[config.mk]
export PLATFORM = sky130hd
export DESIGN_NAME = dma4_ctrl
export DESIGN_NICKNAME = d
export VERILOG_FILES = /design/src/rtl/dma_pkg.sv /design/src/rtl/dma_chan.sv /design/src/rtl/dma_arb.sv /design/src/rtl/dma_seq.sv /design/src/rtl/dma4_ctrl.sv
export SDC_FILE = /design/constraint.sdc
export NUM_CORES = 1
export LEC_CHECK = 0
export BUFFER_PORTS_ARGS = -buffer_cell sky130_fd_sc_hd__buf_2
export CAP_MARGIN = 20
export CELL_PAD_IN_SITES_DETAIL_PLACEMENT = 0
export CELL_PAD_IN_SITES_GLOBAL_PLACEMENT = 1
export CORE_MARGIN = 4
export CORE_UTILIZATION = 50
export DETAILED_ROUTE_END_ITERATION = 8
export PLACE_DENSITY_LB_ADDON = 0.3
export SLEW_MARGIN = 20
export SYNTH_ARGS = -nofsm -noshare
export SYNTH_HDL_FRONTEND = slang
export SYNTH_SLANG_ARGS = --single-unit
[constraint.sdc]
create_clock -name clk -period 8.1 [get_ports clk]
set_clock_uncertainty 0.1 [all_clocks]
set_input_delay 0.81 -clock clk [delete_from_list [all_inputs] [get_ports clk]]
set_output_delay 0.81 -clock clk [all_outputs]
set_load 0.03 [all_outputs]
[src/rtl/dma_pkg.sv]
package dma_pkg;
  typedef enum logic [1:0] {
    XM_SINGLE = 2'd0,
    XM_BLOCK  = 2'd1,
    XM_DEMAND = 2'd2
  } xfer_mode_e;

  // mode word: [4:3] transfer mode, [2] auto-reload, [1] decrement, [0] toward memory
  typedef struct packed {
    xfer_mode_e xmode;
    logic       autoinit;
    logic       dec;
    logic       to_mem;
  } chan_mode_t;

  typedef enum logic [1:0] {
    S_IDLE = 2'd0,
    S_REQ  = 2'd1,
    S_XFER = 2'd2,
    S_DONE = 2'd3
  } seq_state_e;

  localparam logic [1:0] GRP_ADDR   = 2'd0;
  localparam logic [1:0] GRP_COUNT  = 2'd1;
  localparam logic [1:0] GRP_MODE   = 2'd2;
  localparam logic [1:0] GRP_COMMON = 2'd3;
endpackage

[src/rtl/dma_chan.sv]
module dma_chan
  import dma_pkg::*;
#(
  parameter int AW = 16,
  parameter int CW = 16,
  parameter int DW = 16
) (
  input  logic          clk,
  input  logic          rst,
  input  logic          ld_addr,
  input  logic          ld_cnt,
  input  logic          ld_mode,
  input  logic [DW-1:0] wdata,
  input  logic          step,
  input  logic          finish,
  output logic [AW-1:0] cur_addr,
  output logic [CW-1:0] cur_cnt,
  output chan_mode_t    mode,
  output logic          tc
);
  logic [AW-1:0] base_addr;
  logic [CW-1:0] base_cnt;

  always_ff @(posedge clk) begin
    if (rst) begin
      base_addr <= '0;
      base_cnt  <= '0;
      cur_addr  <= '0;
      cur_cnt   <= '0;
      mode      <= '0;
    end else begin
      if (ld_addr) begin
        base_addr <= wdata[AW-1:0];
        cur_addr  <= wdata[AW-1:0];
      end
      if (ld_cnt) begin
        base_cnt <= wdata[CW-1:0];
        cur_cnt  <= wdata[CW-1:0];
      end
      if (ld_mode) mode <= chan_mode_t'(wdata[4:0]);
      if (step) begin
        if (finish && mode.autoinit) begin
          cur_addr <= base_addr;
          cur_cnt  <= base_cnt;
        end else begin
          cur_cnt  <= cur_cnt - 1'b1;
          cur_addr <= mode.dec ? cur_addr - 1'b1 : cur_addr + 1'b1;
        end
      end
    end
  end

  assign tc = (cur_cnt == '0);
endmodule

[src/rtl/dma_arb.sv]
module dma_arb #(
  parameter int NCH = 4,
  localparam int CHW = $clog2(NCH)
) (
  input  logic [NCH-1:0] req,
  input  logic           rotate,
  input  logic [CHW-1:0] ptr,
  output logic           any,
  output logic [CHW-1:0] gnt
);
  logic [CHW-1:0] start;
  logic           found;

  always_comb begin
    any   = |req;
    gnt   = '0;
    found = 1'b0;
    start = rotate ? ptr : '0;
    for (int k = 0; k < NCH; k++) begin
      logic [CHW-1:0] c;
      c = CHW'(start + CHW'(k));
      if (!found && req[c]) begin
        gnt   = c;
        found = 1'b1;
      end
    end
  end
endmodule

[src/rtl/dma_seq.sv]
module dma_seq
  import dma_pkg::*;
#(
  parameter int NCH = 4,
  localparam int CHW = $clog2(NCH)
) (
  input  logic           clk,
  input  logic           rst,
  input  logic           any_req,
  input  logic [CHW-1:0] gnt,
  input  logic           holda,
  input  logic           stop,
  output logic [CHW-1:0] act,
  output logic [CHW-1:0] ptr,
  output logic           hold,
  output logic           xfer
);
  seq_state_e st;

  always_ff @(posedge clk) begin
    if (rst) begin
      st  <= S_IDLE;
      act <= '0;
      ptr <= '0;
    end else begin
      unique case (st)
        S_IDLE: if (any_req) begin
          act <= gnt;
          st  <= S_REQ;
        end
        S_REQ:  if (holda) st <= S_XFER;
        S_XFER: if (stop) begin
          st  <= S_DONE;
          ptr <= act + 1'b1;
        end
        S_DONE: if (!holda) st <= S_IDLE;
        default: st <= S_IDLE;
      endcase
    end
  end

  assign hold = (st == S_REQ) || (st == S_XFER);
  assign xfer = (st == S_XFER);
endmodule

[src/rtl/dma4_ctrl.sv]
module dma4_ctrl
  import dma_pkg::*;
#(
  parameter int NCH = 4,
  parameter int AW  = 16,
  parameter int CW  = 16,
  parameter int DW  = 16
) (
  input  logic                     clk,
  input  logic                     rst,
  input  logic                     cfg_we,
  input  logic                     cfg_re,
  input  logic [$clog2(NCH)+1:0]   cfg_addr,
  input  logic [DW-1:0]            cfg_wdata,
  output logic [DW-1:0]            cfg_rdata,
  input  logic [NCH-1:0]           dreq,
  output logic                     hold,
  input  logic                     holda,
  output logic [NCH-1:0]           dack,
  output logic [AW-1:0]            mem_addr,
  output logic                     mem_rd_n,
  output logic                     mem_wr_n,
  output logic                     io_rd_n,
  output logic                     io_wr_n,
  input  logic                     eop_n_i,
  output logic                     eop_n_o
);
  localparam int CHW = $clog2(NCH);
  localparam int RAW = CHW + 2;
  localparam logic [CHW-1:0] IDX_CMD  = CHW'(0);
  localparam logic [CHW-1:0] IDX_MASK = CHW'(1);
  localparam logic [CHW-1:0] IDX_REQ  = CHW'(2);
  localparam logic [CHW-1:0] IDX_STAT = CHW'(3);

  logic [NCH-1:0] mask_q, swreq_q, flag_q;
  logic           rot_q;
  logic [DW-1:0]  rdata_q, rd_mux;

  logic [AW-1:0]  ch_addr [NCH];
  logic [CW-1:0]  ch_cnt  [NCH];
  chan_mode_t     ch_mode [NCH];
  logic [NCH-1:0] ch_tc;

  logic [CHW-1:0] act, ptr, gnt;
  logic           any_req, xfer, stop, finish, eop_ext;
  logic [NCH-1:0] raw_req, pend;
  logic [1:0]     grp;
  logic [CHW-1:0] idx;
  chan_mode_t     amode;

  assign grp     = cfg_addr[RAW-1:CHW];
  assign idx     = cfg_addr[CHW-1:0];
  assign raw_req = dreq | swreq_q;
  assign pend    = raw_req & ~mask_q;
  assign amode   = ch_mode[act];
  assign eop_ext = ~eop_n_i;
  assign finish  = xfer && (ch_tc[act] || eop_ext);
  assign stop    = finish || (amode.xmode == XM_SINGLE) ||
                   ((amode.xmode == XM_DEMAND) && !raw_req[act]);

  for (genvar g = 0; g < NCH; g++) begin : g_chan
    dma_chan #(.AW(AW), .CW(CW), .DW(DW)) u_chan (
      .clk      (clk),
      .rst      (rst),
      .ld_addr  (cfg_we && grp == GRP_ADDR  && idx == CHW'(g)),
      .ld_cnt   (cfg_we && grp == GRP_COUNT && idx == CHW'(g)),
      .ld_mode  (cfg_we && grp == GRP_MODE  && idx == CHW'(g)),
      .wdata    (cfg_wdata),
      .step     (xfer && act == CHW'(g)),
      .finish   (finish && act == CHW'(g)),
      .cur_addr (ch_addr[g]),
      .cur_cnt  (ch_cnt[g]),
      .mode     (ch_mode[g]),
      .tc       (ch_tc[g])
    );
  end

  dma_arb #(.NCH(NCH)) u_arb (
    .req    (pend),
    .rotate (rot_q),
    .ptr    (ptr),
    .any    (any_req),
    .gnt    (gnt)
  );

  dma_seq #(.NCH(NCH)) u_seq (
    .clk     (clk),
    .rst     (rst),
    .any_req (any_req),
    .gnt     (gnt),
    .holda   (holda),
    .stop    (stop),
    .act     (act),
    .ptr     (ptr),
    .hold    (hold),
    .xfer    (xfer)
  );

  always_comb begin
    rd_mux = '0;
    unique case (grp)
      GRP_ADDR:  rd_mux = DW'(ch_addr[idx]);
      GRP_COUNT: rd_mux = DW'(ch_cnt[idx]);
      GRP_MODE:  rd_mux = DW'(ch_mode[idx]);
      default: begin
        unique case (idx)
          IDX_CMD:  rd_mux = DW'(rot_q);
          IDX_MASK: rd_mux = DW'(mask_q);
          IDX_REQ:  rd_mux = DW'(swreq_q);
          default:  rd_mux = DW'({pend, flag_q});
        endcase
      end
    endcase
  end

  always_ff @(posedge clk) begin
    if (rst) begin
      mask_q  <= '1;
      swreq_q <= '0;
      flag_q  <= '0;
      rot_q   <= 1'b0;
      rdata_q <= '0;
    end else begin
      if (cfg_we && grp == GRP_COMMON) begin
        unique case (idx)
          IDX_CMD:  rot_q   <= cfg_wdata[0];
          IDX_MASK: mask_q  <= cfg_wdata[NCH-1:0];
          IDX_REQ:  swreq_q <= cfg_wdata[NCH-1:0];
          default: ;
        endcase
      end
      if (cfg_re && grp == GRP_COMMON && idx == IDX_STAT) flag_q <= '0;
      if (finish) begin
        flag_q[act]  <= 1'b1;
        swreq_q[act] <= 1'b0;
        if (!amode.autoinit) mask_q[act] <= 1'b1;
      end
      if (cfg_re) rdata_q <= rd_mux;
    end
  end

  always_comb begin
    for (int k = 0; k < NCH; k++) dack[k] = xfer && (act == CHW'(k));
  end

  assign cfg_rdata = rdata_q;
  assign mem_addr  = xfer ? ch_addr[act] : '0;
  assign mem_rd_n  = !(xfer && !amode.to_mem);
  assign io_wr_n   = !(xfer && !amode.to_mem);
  assign io_rd_n   = !(xfer && amode.to_mem);
  assign mem_wr_n  = !(xfer && amode.to_mem);
  assign eop_n_o   = !(xfer && ch_tc[act]);
endmodule

==> results.md, run 1 <==
- Outcome: finished, final reports clean
- GRT Total Usage: 0.302
- Root Buffer: clkbuf_16
- DR iter-0 viols: 2100
- DRT Wirelength: about 63000 microns
- Die width: around 200 microns
- Final design area excluding fillers: a little over 20000 sq um
- Cells after synthesis: roughly 2300
- DP Cell Count: around 2600
- Fin. max-slew vios: 0
- Final hold slack: ~0.35 ns
- Post-synthesis net count: roughly 2400
- Mux cell area share after synthesis: 0.110
- Vias per cell: roughly 6.5
- Antenna viol nets, final: 0
- Clk slew on worst S/H paths: roughly 0.060 ns
- Num ports: 72
- Max-cap violations: 0
- Req. time, crit path: between 8 and 9 ns
- Post-synthesis compound-gate area fraction: 0.217
- HPWL Detailed: roughly 42000 microns
- Clk_lat worst skew: approximately 0.55 ns
- CTS tree: built
- DR DRC count: 0
- Synth top area share: 0.336
- Via count: approximately 17000
- Crit path top cell by count: a311oi_1
- Final setup margin: 3.92 ns
- Top post-synthesis cells by count: 405 x nand2_1, 311 x dfxtp_1, 293 x a21oi_1, 179 x nor2_1, 123 x clkbuf_1
- Avg Synthesized Cell Area: roughly 8.2 sq um
- Cell family with most CP delay: simple AND/OR/NAND/NOR gates
- Total power: 4.11 mW
- Cell area after synthesis: around 19000 sq um
- Worst Setup End Kind: flop
- Initial core utilization: 0.507
- Hold WC Path Type: flop to flop
- # rows: 70
- CP max stage cell: and3_2
- EDFF count, synth: 0
- Setup CP Type: flop to flop
- Htree depth: 2
- Top post-synthesis cells by area: dfxtp_1 34%, nand2_1 8.2%, a21oi_1 7.9%
- Largest net degree at the start of global routing: between 150 and 200
- Tmin final: approximately 4.2 ns
- Register area share after synthesis: 0.336
- Crit path depth: 8
- Peak supply drop: approximately 130 uV
- Hold-fix buffers at CTS: 0
- Final hold vios: 0
- Max_slew headroom: 0.316
- R2R Setup Slk: roughly 3.9 ns
- Largest family of logic cells by synthesized area: compound AO/OA/AOI/OAI gates
- DR WL/cell: 23.1 microns
- CP cell instances: nor4_1 -> nand4_1 -> o32ai_2 -> o22a_1 -> and3_2 -> and2_1 -> a311oi_1 -> a311oi_1
- Vias in the first global route: 16200
- Layout cell share with drive strength beyond 1: 0.113
- Reg2Reg Depth: 8
- Grt ovf: 0
- Arrival @ worst endpoint: roughly 4.5 ns
- Post-Place Setup Slack: 3.94 ns
- Synth area leader: dfxtp_1
- Wire length of the first global-routing pass: between 90000 and 100000 microns
- CP bufs+invs: 0
- PD cells: 203 nW/um^2
- CTS Sinks: between 300 and 400
- Die Ht: 201 microns
- Setup Fix Bufs, Post-CTS: 0
- Fraction of registers with async set/reset: 0
- Final setup vio count: 0
- FILL cells: around 3400
- Core Util, Final: 0.553
- Synth Register Bits: between 300 and 400
- Max Clk Rate: approximately 240 MHz
- Placed inst area: between 15000 and 20000 sq um
- Number of I/O port buffers: 71
- Pre-antenna DRT Iters: 6
- Setup_tns: 0 ns
- Area grow syn2layout: 9.12%
- Die area: roughly 40000 sq um
- Final cell count without fillers: 2705
- Slew @ Worst Pin: about 1 ns
- Post-synth top flop: dfxtp_1
- Yosys cell types: a little under 70
- Max stage delay on crit path: approximately 0.97 ns
- TritonCTS buffer count: 37
- Pleak: 7.76 nW
- Hold Path Cell Cnt: 2
- Synth warn: 0
- GP Congestion: ~0.93
- Period utilization: 0.517
- Startpoint types: flop
- Count leader, synth: nand2_1
- RSZ-0062 raised after global routing: no
- Final nets: between 2000 and 2500
- Crit-path max FO: just under 50
- Synth Area in Simple Gates: 0.190
- Core footprint: 36600 sq um
- Synth Area in Adders: 0.0515
- Max clock buf depth: 3
- Antenna violations before repair: 3
- Post-CTS resize count: 0
- Synthesized-area fraction occupied by xor and xnor cells: 0.0458
-- sequential cells by signal, indices dropped and copies added (netlist names) --
signal                   flops
u_seq.act                    2
g_chan.u_chan.cur_addr      64
u_seq.ptr                    2
u_seq.st                     2
cfg_rdata                   16
swreq_q                      4
rot_q                        1
mask_q                       4
g_chan.u_chan.mode          20
g_chan.u_chan.base_cnt      64
g_chan.u_chan.cur_cnt       64
g_chan.u_chan.base_addr     64
flag_q                       4
-- path summary, 6_finish.rpt --
check                                     start                       endpoint
hold / removal    g_chan[2].u_chan.base_addr[4]  g_chan[2].u_chan.base_addr[4]
setup reg to reg    g_chan[1].u_chan.cur_cnt[2]   g_chan[1].u_chan.cur_addr[4]
hold reg to reg   g_chan[2].u_chan.base_addr[4]  g_chan[2].u_chan.base_addr[4]
setup / recovery    g_chan[1].u_chan.cur_cnt[2]   g_chan[1].u_chan.cur_addr[4]
-- placed cells by master, fill, tap and decap left out, drive strengths merged, types with 55 or more instances in the layout --
master and count:
a211oi 58, a21oi 293, a221oi 69, buf 94, clkbuf 57, dfxtp 311, ha 70, mux4 61
nand2 405, nor2 179, o21ai 55, xnor2 59
-- worst register-to-register path, stage by stage, from the launching register on --
cell	delay (ns)
dfxtp_1	0.38
nor4_1	0.74
nand4_1	0.38
o32ai_2	0.28
o22a_1	0.64
and3_2	0.98
and2_1	0.26
a311oi_1	0.05
a311oi_1	0.28
-- layer usage --
metal	up-vias	global-route usage	wire (microns)	share of wire
met2	842	0.452	26700	0.43
met5	-	0	7	0.00011
met1	8422	0.443	27400	0.44
met3	117	0.0599	6620	0.11
met4	2	0.0870	1870	0.030
li1	8091	-	-	-
-- report_power, final --
group          internal [mW]  switching [mW]
clock                   1.08           0.691
sequential              1.58          0.0678
combinational          0.269           0.425
-- cell type report --
type / count / area (sq um) / share of cell area
multi-input cells: 1724 / 11400 / 0.564
flip-flops and latches: 311 / 6230 / 0.308
clock buffers: 57 / 1160 / 0.0575
well taps: 468 / 586 / 0.0289
repair buffers: 94 / 558 / 0.0276
inverters: 42 / 158 / 0.00779
clock inverters: 8 / 123 / 0.00606
diodes: 1 / 2.50 / 0.000124
-- logic make-up (layout without fill, tap and decap cells) --
logic type / Yosys count / in the layout
AOI/OAI and AO/OA: 631 / 631
DFF: 311 / 311
and+or+nand+nor: 797 / 797
buffers and inverters: 218 / 201
adders and majority gates: 74 / 74
other: 0 / 1
muxes: 125 / 125
xor gates and xnor gates: 97 / 97
Note: power is estimated with default switching activity, not from simulation.
==> run 2, diff against run 1 <==
- CORE_UTILIZATION: 50 -> 48
- clock period: 8.1 -> 4 ns (I/O delays scaled with it)
==> results.md, run 2 (synthesized netlist as in run 1, its figures left out) <==
- Outcome: finished, final reports clean
- Area grow syn2layout: 10.4%
- Wire length of the first global-routing pass: just under 100000 microns
- R2R Setup Slk: ~0.57 ns
- Startpoint types: flop
- Clk slew on worst S/H paths: ~0.06 ns
- GRT Total Usage: 0.295
- Pre-antenna DRT Iters: 8
- Worst Setup End Kind: primary output
- HPWL Detailed: ~44000 microns
- DR WL/cell: roughly 23 microns
- Setup CP Type: flop to primary output
- Layout cell share with drive strength beyond 1: 0.121
- Htree depth: 2
- PD cells: between 400 and 500 nW/um^2
- # rows: between 70 and 80
- Antenna violations before repair: 0
- Setup Fix Bufs, Post-CTS: 0
- Pleak: about 7.9 nW
- CTS Sinks: 311
- Num ports: 72
- Worst Hold End: g_chan[1].u_chan.base_cnt[14]
- Max Clk Rate: about 280 MHz
- Peak supply drop: between 200 and 300 uV
- Crit-path max FO: 6
- Commonest non-fill, non-tap cell in the layout: nand2_1
- RSZ-0062 raised after global routing: no
- Arrival @ worst endpoint: between 3 and 4 ns
- Reg-to-reg endpoint: g_chan[0].u_chan.cur_cnt[10]
- Antenna cells: 0
- Root Buffer: clkbuf_16
- FILL cells: 3540
- Tmin final: roughly 3.5 ns
- Vias in the first global route: about 16000
- Max clock buf depth: 3
- Die Ht: 205 microns
- Area occupied by multi-input gates: about 11000 sq um
- Period utilization: 0.879
- Initial core utilization: 0.489
- Req. time, crit path: about 3.5 ns
- DR DRC count: 0
- Die area: ~42000 sq um
- Post-Place Setup Slack: ~0.66 ns
- Final hold vios: 0
- Reg2reg start: g_chan[2].u_chan.cur_cnt[0]
- Core Util, Final: 0.540
- Vias per cell: around 6.3
- Final nets: around 2300
- DRT Wirelength: 63300 microns
- Fin. max-slew vios: 0
- Via count: about 17000
- Setup_tns: 0 ns
- Hold WC Path Type: input pin to flop
- Hold-fix buffers at CTS: 0
- TritonCTS buffer count: 39
- Max-cap violations: 0
- Min-Delay Startpoint: cfg_wdata[14]
- GP Congestion: between 0.9 and 1
- Reg area: about 6200 sq um
- Reg2Reg Depth: 12
- CTS tree: built
- Slew @ Worst Pin: ~0.93 ns
- Antenna viol nets, final: 0
- Final setup vio count: 0
- Clk_lat worst skew: around 0.56 ns
- Grt ovf: 0
- Most frequent cells in the layout: 404 x nand2_1, 311 x dfxtp_1, 293 x a21oi_1
- Post-CTS resize count: 0
- Die width: roughly 200 microns
- Largest net degree at the start of global routing: 160
- DR iter-0 viols: around 1900
- Final setup margin: slightly below 0.5 ns
- Max_slew headroom: 0.377
- Number of I/O port buffers: 71
- Core footprint: about 38000 sq um
- Hold Path Cell Cnt: 3
-- run 2: area by class of cell --
| cell class | count | area share |
|---|---|---|
| multi-input cells | 1724 | 0.557 |
| flip-flops and latches | 311 | 0.304 |
| clock buffers | 55 | 0.0560 |
| repair buffers | 120 | 0.0382 |
| well taps | 511 | 0.0312 |
| inverters | 42 | 0.00770 |
| clock inverters | 9 | 0.00605 |
-- run 2: power by group --
| part | total [mW] | switching, mW | leakage [nW] | internal [mW] |
|---|---|---|---|---|
| sequential | 3.33 | 0.138 | 2.51 | 3.20 |
| combinational | 1.43 | 0.861 | 4.74 | 0.571 |
| clock | 3.57 | 1.40 | 0.632 | 2.17 |
-- run 2: critical path: stages, from the launching register on --
cell       delay [ns]
dfxtp_1          0.35
inv_1            0.07
ha_1             0.16
or3b_1           0.44
nand4bb_1        0.35
o22ai_1          0.40
nor2_1           0.07
or3_1            0.40
buf_2            0.21
-- run 2: metal layers --
layer / share of wire / track usage / vias up / wire [microns]
met1: 0.43 / 0.416 / 8385 / 27100
met2: 0.44 / 0.454 / 827 / 27900
met3: 0.092 / 0.0503 / 121 / 5810
li1: - / - / 8152 / -
met4: 0.040 / 0.114 / 0 / 2530
met5: 0 / 0 / - / 0
-- run 2: metrics by stage --
| stage | total power [mW] | cell area [sq um] | hold slack (ns) | instances |
|---|---|---|---|---|
| floorplan | 4.41 | 18500 | 0.332 | 2253 |
| global placement | 4.79 | 19200 | 0.339 | 2708 |
| detailed placement | 4.80 | 19200 | 0.345 | 2708 |
| CTS | 8.35 | 20500 | 0.171 | 2772 |
| global route | 8.63 | 20500 | 0.200 | 2772 |
| finish | 8.33 | 20500 | 0.199 | 2772 |
-- run 2: worst max path at each step --
| stage | end | slack (ns) | startpoint |
|---|---|---|---|
| detailed placement | g_chan[0].u_chan.cur_cnt[15] | 0.66 | g_chan[3].u_chan.cur_cnt[6] |
| CTS | eop_n_o | 0.54 | g_chan[3].u_chan.cur_cnt[6] |
| global placement | g_chan[0].u_chan.cur_cnt[9] | 0.77 | g_chan[0].u_chan.cur_cnt[2] |
| global route | g_chan[0].u_chan.cur_cnt[15] | 0.35 | g_chan[2].u_chan.cur_cnt[0] |
| finish | eop_n_o | 0.48 | g_chan[2].u_chan.cur_cnt[0] |
| floorplan | cfg_rdata[7] | 1.12 | cfg_addr[1] |
==> run 3, diff against run 2 <==
- CTS_CLUSTER_DIAMETER: unset -> 50
- clock period: 4 -> 3.6 ns (I/O delays scaled with it)
==> results.md, run 3 (synthesized netlist as in run 1, its figures left out) <==
- Clk slew on worst S/H paths: 0.06 ns
- Area occupied by multi-input gates: between 10000 and 15000 sq um
- Tmin final: around 3.4 ns
- Max_slew headroom: 0.359
- Die Ht: 205 microns
- Post-CTS resize count: 0
- Antenna cells: 0
- Initial core utilization: 0.489
- Num ports: 72
- Area grow syn2layout: 11.7%
- Crit-path max FO: 6
- Final nets: 2361
- Pleak: approximately 8 nW
- Antenna viol nets, final: 0
- Peak supply drop: between 300 and 400 uV
- Max Clk Rate: ~300 MHz
- Setup Fix Bufs, Post-CTS: 0
- Period utilization: 0.947
- Die width: approximately 200 microns
- Layout cell share with drive strength beyond 1: 0.131
- Commonest non-fill, non-tap cell in the layout: nand2_1
- Setup_tns: 0 ns
- Die area: around 42000 sq um
- Hold Path Cell Cnt: 2
- PD cells: ~460 nW/um^2
- Fin. max-slew vios: 0
- Reg area: 6230 sq um
- Final setup vio count: 0
- Max-cap violations: 0
- DRT Wirelength: 63200 microns
- CTS tree: built
- # rows: 71
- CTS Sinks: approximately 310
- Worst Setup End Kind: primary output
- Via count: 17600
- DR iter-0 viols: 1932
- Slew @ Worst Pin: between 0.9 and 1 ns
- HPWL Detailed: 43700 microns
- Core footprint: ~38000 sq um
- DR DRC count: 0
- Htree depth: 2
- Clk_lat worst skew: between 0.5 and 0.6 ns
- DR WL/cell: 22.6 microns
- Root Buffer: clkbuf_16
- GP Congestion: ~0.98
- TritonCTS buffer count: 42
- Wire length of the first global-routing pass: around 97000 microns
- Req. time, crit path: about 3.1 ns
- Arrival @ worst endpoint: 2.95 ns
- Most frequent cells in the layout: 404 x nand2_1, 311 x dfxtp_1, 293 x a21oi_1
- Hold WC Path Type: input pin to flop
- Reg2Reg Depth: 12
- Max clock buf depth: 3
- Number of I/O port buffers: between 70 and 80
- Final hold vios: 0
- Final hold slack: 0.0386 ns
- GRT Total Usage: 0.296
- Largest net degree at the start of global routing: 200
- Hold-fix buffers at CTS: 0
- Vias in the first global route: about 16000
- Startpoint types: flop
- Pre-antenna DRT Iters: 6
- Vias per cell: between 6 and 7
- Grt ovf: 0
- Antenna violations before repair: 1
- FILL cells: 3623
- RSZ-0062 raised after global routing: no
- Outcome: finished, final reports clean
- Setup CP Type: flop to primary output
[run 3: changes by cell type in the layout (fill, tap and decap cells not counted)]
| cell | previous run | this run |
|---|---|---|
| clkbuf_16 | 39 | 43 |
| clkinv_2 | 5 | 7 |
| clkinvlp_4 | 0 | 7 |
| buf_12 | 4 | 5 |
| buf_4 | 45 | 60 |
| clkinv_4 | 0 | 1 |
| clkbuf_1 | 5 | 6 |
| clkbuf_8 | 11 | 5 |
| inv_6 | 1 | 3 |
[run 3: layout make-up]
cell class,count,area share
Tap cell,511,0.0308
Inverter,42,0.00761
Multi-Input combinational cell,1724,0.550
Timing Repair Buffer,136,0.0442
Clock buffer,54,0.0563
Clock inverter,21,0.0103
Sequential cell,311,0.300
[run 3: worst paths after layout]
check / from / to / slack (ns)
max: g_chan[2].u_chan.cur_cnt[0] / eop_n_o / 0.19
min: rst / g_chan[1].u_chan.base_addr[1] / 0.04
max reg2reg: g_chan[2].u_chan.cur_cnt[0] / g_chan[2].u_chan.cur_addr[1] / 0.30
min reg2reg: g_chan[2].u_chan.base_addr[6] / g_chan[2].u_chan.base_addr[6] / 0.35
[run 3: per-stage QoR]
step	utilization	instances	setup slack, ns	instance area (sq um)	total power [mW]
2_1_floorplan	-	2253	0.732	18500	4.90
5_1_grt	0.546	2799	0.0876	20700	9.82
4_1_cts	0.546	2799	0.201	20700	9.51
3_5_place_dp	0.510	2724	0.375	19300	5.35
6_report	0.546	2799	0.191	20700	9.48
3_3_place_gp	0.510	2724	0.449	19300	5.33
[run 3: worst max-delay path, cell delays in order, from the launching register on]
cell	delay, ns
dfxtp_1	0.35
inv_1	0.07
ha_1	0.19
or3b_1	0.43
nand4bb_1	0.29
o22ai_1	0.35
nor2_1	0.11
or3_1	0.39
buf_2	0.20
[run 3: layer usage]
metal | global-route usage | up-vias | wire, microns
met5 | 0 | - | 8
li1 | - | 8191 | -
met3 | 0.0735 | 113 | 6840
met2 | 0.456 | 810 | 27900
met4 | 0.0881 | 2 | 1900
met1 | 0.413 | 8514 | 26600
[run 3: where the power goes]
| group | switching (mW) | total, mW | internal [mW] | leakage (nW) |
|---|---|---|---|---|
| clock | 1.65 | 4.17 | 2.51 | 0.661 |
| combinational | 0.972 | 1.62 | 0.644 | 4.82 |
| sequential | 0.140 | 3.69 | 3.55 | 2.51 |
